<file path="src/rtl/spi_hold_pkg.sv">
package spi_hold_pkg;
  typedef enum logic [1:0] {
    ST_RUN        = 2'd0,
    ST_ENTER_WAIT = 2'd1,
    ST_PAUSED     = 2'd2,
    ST_EXIT_WAIT  = 2'd3
  } hold_state_e;

  localparam int unsigned PIN_W    = 3;
  localparam int unsigned PIN_SCK  = 0;
  localparam int unsigned PIN_HOLD = 1;
  localparam int unsigned PIN_CS   = 2;
  localparam logic [PIN_W-1:0] PIN_RST = 3'b110;
endpackage

</file>
<file path="src/rtl/spi_hold_sync.sv">
module spi_hold_sync #(
  parameter int unsigned WIDTH   = 3,
  parameter int unsigned STAGES  = 2,
  parameter logic [WIDTH-1:0] RST_VAL = '0
) (
  input  logic             clk_i,
  input  logic             rst_ni,
  input  logic [WIDTH-1:0] d_i,
  output logic [WIDTH-1:0] q_o
);
  logic [WIDTH-1:0] stage_q [STAGES];

  for (genvar s = 0; s < STAGES; s++) begin : g_stage
    if (s == 0) begin : g_first
      always_ff @(posedge clk_i or negedge rst_ni) begin
        if (!rst_ni) stage_q[s] <= RST_VAL;
        else         stage_q[s] <= d_i;
      end
    end else begin : g_next
      always_ff @(posedge clk_i or negedge rst_ni) begin
        if (!rst_ni) stage_q[s] <= RST_VAL;
        else         stage_q[s] <= stage_q[s-1];
      end
    end
  end

  assign q_o = stage_q[STAGES-1];
endmodule

</file>
<file path="src/rtl/spi_hold_edge.sv">
module spi_hold_edge (
  input  logic clk_i,
  input  logic rst_ni,
  input  logic sck_s_i,
  output logic rise_o,
  output logic fall_o
);
  logic sck_q;

  always_ff @(posedge clk_i or negedge rst_ni) begin
    if (!rst_ni) sck_q <= 1'b0;
    else         sck_q <= sck_s_i;
  end

  assign rise_o = sck_s_i & ~sck_q;
  assign fall_o = ~sck_s_i & sck_q;
endmodule

</file>
<file path="src/rtl/spi_hold_fsm.sv">
module spi_hold_fsm
  import spi_hold_pkg::*;
(
  input  logic clk_i,
  input  logic rst_ni,
  input  logic sck_s_i,
  input  logic cs_n_s_i,
  input  logic hold_n_s_i,
  input  logic sck_rise_i,
  input  logic sck_fall_i,
  output logic pause_o,
  output logic rise_en_o,
  output logic fall_en_o,
  output logic so_en_o,
  output logic abort_o
);
  hold_state_e state_q, state_d;
  logic        paused;

  assign paused = (state_q == ST_PAUSED) || (state_q == ST_EXIT_WAIT);

  always_comb begin
    state_d = state_q;
    if (cs_n_s_i) begin
      state_d = ST_RUN;
    end else begin
      unique case (state_q)
        ST_RUN:
          if (!hold_n_s_i) state_d = sck_s_i ? ST_ENTER_WAIT : ST_PAUSED;
        ST_ENTER_WAIT:
          if (sck_fall_i)      state_d = hold_n_s_i ? ST_RUN : ST_PAUSED;
          else if (hold_n_s_i) state_d = ST_RUN;
        ST_PAUSED:
          if (hold_n_s_i) state_d = sck_s_i ? ST_EXIT_WAIT : ST_RUN;
        ST_EXIT_WAIT:
          if (sck_fall_i)       state_d = hold_n_s_i ? ST_RUN : ST_PAUSED;
          else if (!hold_n_s_i) state_d = ST_PAUSED;
        default: state_d = ST_RUN;
      endcase
    end
  end

  always_ff @(posedge clk_i or negedge rst_ni) begin
    if (!rst_ni) state_q <= ST_RUN;
    else         state_q <= state_d;
  end

  // the falling edge that completes a pending pause is absorbed
  assign rise_en_o = sck_rise_i & ~cs_n_s_i & (state_q == ST_RUN);
  assign fall_en_o = sck_fall_i & ~cs_n_s_i &
                     ((state_q == ST_RUN) || (state_q == ST_ENTER_WAIT && hold_n_s_i));
  assign pause_o   = paused;
  assign so_en_o   = ~cs_n_s_i & hold_n_s_i & ~paused;
  assign abort_o   = cs_n_s_i & paused;

  a_r2_no_edges_paused: assert property (@(posedge clk_i) disable iff (!rst_ni)
    pause_o |-> !(rise_en_o || fall_en_o));
  a_r4_so_off_paused: assert property (@(posedge clk_i) disable iff (!rst_ni)
    pause_o |-> !so_en_o);
  a_r3_enter_after_low: assert property (@(posedge clk_i) disable iff (!rst_ni)
    $rose(pause_o) |-> $past(!sck_s_i));
  a_r6_exit_after_low: assert property (@(posedge clk_i) disable iff (!rst_ni)
    $fell(pause_o) |-> $past(!sck_s_i || cs_n_s_i));
  a_r8_abort_clears: assert property (@(posedge clk_i) disable iff (!rst_ni)
    abort_o |=> !pause_o);
  a_r9_edges_need_select: assert property (@(posedge clk_i) disable iff (!rst_ni)
    (rise_en_o || fall_en_o) |-> !cs_n_s_i);
endmodule

</file>
<file path="src/rtl/spi_hold_ctrl.sv">
module spi_hold_ctrl
  import spi_hold_pkg::*;
#(
  parameter int unsigned SYNC_STAGES = 2
) (
  input  logic clk_i,
  input  logic rst_ni,
  input  logic sck_i,
  input  logic cs_ni,
  input  logic hold_ni,
  output logic pause_o,
  output logic sck_rise_en_o,
  output logic sck_fall_en_o,
  output logic so_en_o,
  output logic abort_o
);
  logic [PIN_W-1:0] pins_raw, pins_s;
  logic             sck_rise, sck_fall;

  // one chain for all pins keeps hold and clock ordering intact
  assign pins_raw[PIN_SCK]  = sck_i;
  assign pins_raw[PIN_HOLD] = hold_ni;
  assign pins_raw[PIN_CS]   = cs_ni;

  spi_hold_sync #(
    .WIDTH  (PIN_W),
    .STAGES (SYNC_STAGES),
    .RST_VAL(PIN_RST)
  ) u_sync (
    .clk_i (clk_i),
    .rst_ni(rst_ni),
    .d_i   (pins_raw),
    .q_o   (pins_s)
  );

  spi_hold_edge u_edge (
    .clk_i  (clk_i),
    .rst_ni (rst_ni),
    .sck_s_i(pins_s[PIN_SCK]),
    .rise_o (sck_rise),
    .fall_o (sck_fall)
  );

  spi_hold_fsm u_fsm (
    .clk_i     (clk_i),
    .rst_ni    (rst_ni),
    .sck_s_i   (pins_s[PIN_SCK]),
    .cs_n_s_i  (pins_s[PIN_CS]),
    .hold_n_s_i(pins_s[PIN_HOLD]),
    .sck_rise_i(sck_rise),
    .sck_fall_i(sck_fall),
    .pause_o   (pause_o),
    .rise_en_o (sck_rise_en_o),
    .fall_en_o (sck_fall_en_o),
    .so_en_o   (so_en_o),
    .abort_o   (abort_o)
  );
endmodule

</file>
<file path="config.mk">
export PLATFORM = sky130hd
export DESIGN_NAME = spi_hold_ctrl
export DESIGN_NICKNAME = d
export VERILOG_FILES = /design/src/rtl/spi_hold_pkg.sv /design/src/rtl/spi_hold_sync.sv /design/src/rtl/spi_hold_edge.sv /design/src/rtl/spi_hold_fsm.sv /design/src/rtl/spi_hold_ctrl.sv
export SDC_FILE = /design/constraint.sdc
export NUM_CORES = 1
export LEC_CHECK = 0
export ABC_AREA = 1
export BUFFER_PORTS_ARGS = -buffer_cell sky130_fd_sc_hd__buf_2
export CAP_MARGIN = 10
export CORE_AREA = 2 2 39 41
export DETAILED_ROUTE_END_ITERATION = 7
export DIE_AREA = 0 0 41 43
export PLACE_DENSITY = 0.62
export REMOVE_ABC_BUFFERS = 1
export SYNTH_ARGS = -nofsm -noshare
export SYNTH_HDL_FRONTEND = slang
export SYNTH_SLANG_ARGS = --single-unit
</file>
<file path="constraint.sdc">
create_clock -name clk_i -period 3.3 [get_ports clk_i]
set_clock_uncertainty 0.05 [all_clocks]
set_input_delay 0 -clock clk_i [delete_from_list [all_inputs] [get_ports clk_i]]
set_output_delay 0 -clock clk_i [all_outputs]
set_load 0.1 [all_outputs]
</file>
==> flow_metrics.py <==
metrics = {
    "run_status": {
        "status": "finished, final reports clean",
    },
    "layout": {
        "areaGrowthSynthToFinish_pct": 29.4,
        "fin_nets": 68,
        "instances_no_fill": 78,
        "drive_gt1_share_pct": 33.9,
        "nFillCells": 142,
        "num_antenna_cells": 0,
        "seq_area_sq_um": 230,
        "multi_input_area_sq_um": 149,
        "design_area_sq_um": 534,
    },
    "routing": {
        "dr.pass1.iters": 4,
        "drcViolationCount": 0,
        "wl_microns": 667,
        "wl_per_cell_microns": 8.55,
        "vias": 332,
        "via_per_inst": 4.26,
        "ant_nets": 0,
        "drt_iter0_drc": 6,
    },
    "floorplan": {
        "initial_core_util_pct": 29.8,
        "die_h_microns": 43,
        "die_width_microns": 41,
        "coreArea_sq_mm": 0.00138,
        "rows": 14,
        "ioPinCount": 10,
        "die-area_sq_mm": 0.00176,
    },
    "yosys": {
        "synth_cell_type_count": 16,
        "yosysSeqAreaShare_pct": 55.8,
        "ys_warn_count": 0,
        "synth_top_area_share_pct": 30.3,
        "avgSynthCellArea_sq_um": 8.79,
        "synth_area_sq_um": 413,
        "synthCells": 47,
        "ys_ff_latch": 9,
        "synth_area_leaders": "dfrtp_1, dfstp_2, nand3_1",
        "synth_top_area_cell": "dfrtp_1",
    },
    "cts": {
        "h-tree-depth": 1,
        "clkLatencyLatePin_ns": 0.26,
        "tritoncts": "done",
        "path_clk_slew_ns": 0.06,
        "cts_resized": 0,
        "clock_path_buffers": 2,
        "clockRootBuffer": "clkbuf_4",
        "cts_made_buffers": 3,
        "cts_setup_buffers": 0,
        "cts_num_sinks": 9,
        "cts_hold_buf": 4,
    },
    "worst_setup_path": {
        "crit_path_max_fanout": 5,
        "cp_num_cells": 3,
        "worstPathArrival_ns": 1.57,
        "critPathMaxStageDelay_ns": 0.45,
        "r2r-start": "u_sync.q_o[1]",
        "critPathTopFamily": "buffers and inverters",
        "crit_buf_inv": 1,
        "start_kind": "register",
        "cp_slowest_cell": "buf_2",
        "critPathKind": "register to output port",
        "path_cells": "nor3_1 -> nor3b_1 -> buf_2",
        "rrSetupSlack_ns": 2.05,
        "reg2reg_depth": 7,
        "crit_required_ns": 3.25,
        "endpoint_kind": "output port",
        "rr_endpoint": "u_fsm.state_q[1]",
    },
    "timing": {
        "rsz0062_at_grt": "false",
        "hold_viol": 0,
        "final.setup.tns_ns": 0,
        "tightest_slew_ns": 0.484,
        "finalCritPeriodShare_pct": 49.1,
        "slew_headroom_pct": 67.9,
        "slew_violations": 0,
        "period_minus_slack_ns": 1.62,
        "fmax_mhz": 617,
        "setup_viol": 0,
    },
    "global_routing": {
        "grt_pass1_wl_microns": 1080,
        "grt_max_degree": 11,
        "grt_use_total_pct": 9.30,
        "antenna_found_initial": 0,
        "overflow": 0,
        "grt_pass1_vias": 302,
    },
    "placed_design": {
        "gp_congestion": 0.706,
        "place_area_sq_um": 467,
        "dp.cells": 70,
        "dp_hpwl_microns": 485,
        "portBuffers": 9,
    },
    "power_and_ir_drop": {
        "p_leak_nw": 0.273,
        "vdd_drop_max_mv": 0.263,
        "power_density_mw_per_mm2": 658,
    },
    "worst_hold_path": {
        "holdCritPathClass": "input port to async pin",
    },
    "flow_run": {
        "maxCapViolCount": 0,
    },
}
cell families after synthesis:
group / after synthesis / share of synthesized area (%)
DFF: 9 / 55.8
and+or+nand+nor: 25 / 30.0
buffers and inverters: 8 / 8.18
AOI/OAI and AO/OA: 5 / 6.06
area by class of cell:
| type | instances | area share [%] |
|---|---|---|
| Clock buffer | 3 | 4.22 |
| Clock inverter | 1 | 0.937 |
| Inverter | 6 | 4.22 |
| Multi-Input combinational cell | 30 | 27.9 |
| Sequential cell | 9 | 43.1 |
| Tap cell | 16 | 3.75 |
| Timing Repair Buffer | 13 | 15.9 |
where the power goes:
part | internal [mW] | switching (mW)
Clock | 0.0446 | 0.0372
Sequential | 0.123 | 0.0161
Combinational | 0.0284 | 0.103
Total | 0.196 | 0.156
worst register-to-register path, delay by kind of cell (launching register included):
family / cells / cell delay (ns)
simple gates: 6 / 0.46
buf+inv: 1 / 0.06
flops: 1 / 0.56
synth_stat cells:
master and number:
dfrtp_1 5, nand2_2 2, nor3_1 3, nand3_1 6, buf_4 1, nor2_1 3
nor2_4 1, nor2_2 1, nand2_1 8, nor3b_1 1, dfstp_2 4, o21ai_0 3
clkbuf_1 1, o21ai_1 1, a21oi_1 1, inv_1 6
sequential cells by signal, indices dropped and copies added, names as in the netlist:
register,count
u_sync.q_o,3
u_sync.stage_q,3
u_fsm.state_q,2
u_edge.sck_q,1
per-layer routing:
layer  global-route usage (%)  up-vias  part of all wire, %
met5                        0        -                    0
met4                     8.00        0                    0
met3                     1.57        0                  5.4
met2                     13.8       11                   47
met1                     10.9      141                   48
li1                         -      180                    -
metrics by stage:
step | total power, mW | util (%) | hold WS, ns | worst slack [ns]
after floorplan | 0.246 | - | -0.346 | 0.0931
after global placement | 0.269 | 33.7 | -0.199 | 2.00
after detailed placement | 0.269 | 33.7 | -0.192 | 1.95
after CTS | 0.358 | 38.6 | 0.0570 | 1.65
after global routing | 0.373 | 38.6 | 0.0856 | 1.54
final | 0.352 | 38.6 | 0.0691 | 1.68
worst max path at each step:
stage | startpoint | end | slack (ns)
floorplan | u_fsm.state_q[1] | sck_rise_en_o | 0.09
global placement | u_fsm.state_q[0] | sck_rise_en_o | 2.00
detailed placement | u_fsm.state_q[0] | sck_rise_en_o | 1.95
CTS | u_fsm.state_q[0] | sck_rise_en_o | 1.65
global route | u_fsm.state_q[0] | sck_rise_en_o | 1.54
finish | u_fsm.state_q[0] | sck_rise_en_o | 1.68
cell usage in the layout, fill, tap and decap left out, types with 2 or more instances in the layout:
master and n:
dfstp_2 4, nor2_1 3, clkbuf_4 3, dlygate4sd3_1 4, buf_2 9, dfrtp_1 5, nor3_1 3, nand2_1 8
o21ai_0 3, nand3_1 6, inv_1 6, nand2_2 2
Power figures use the tool's default switching activity.
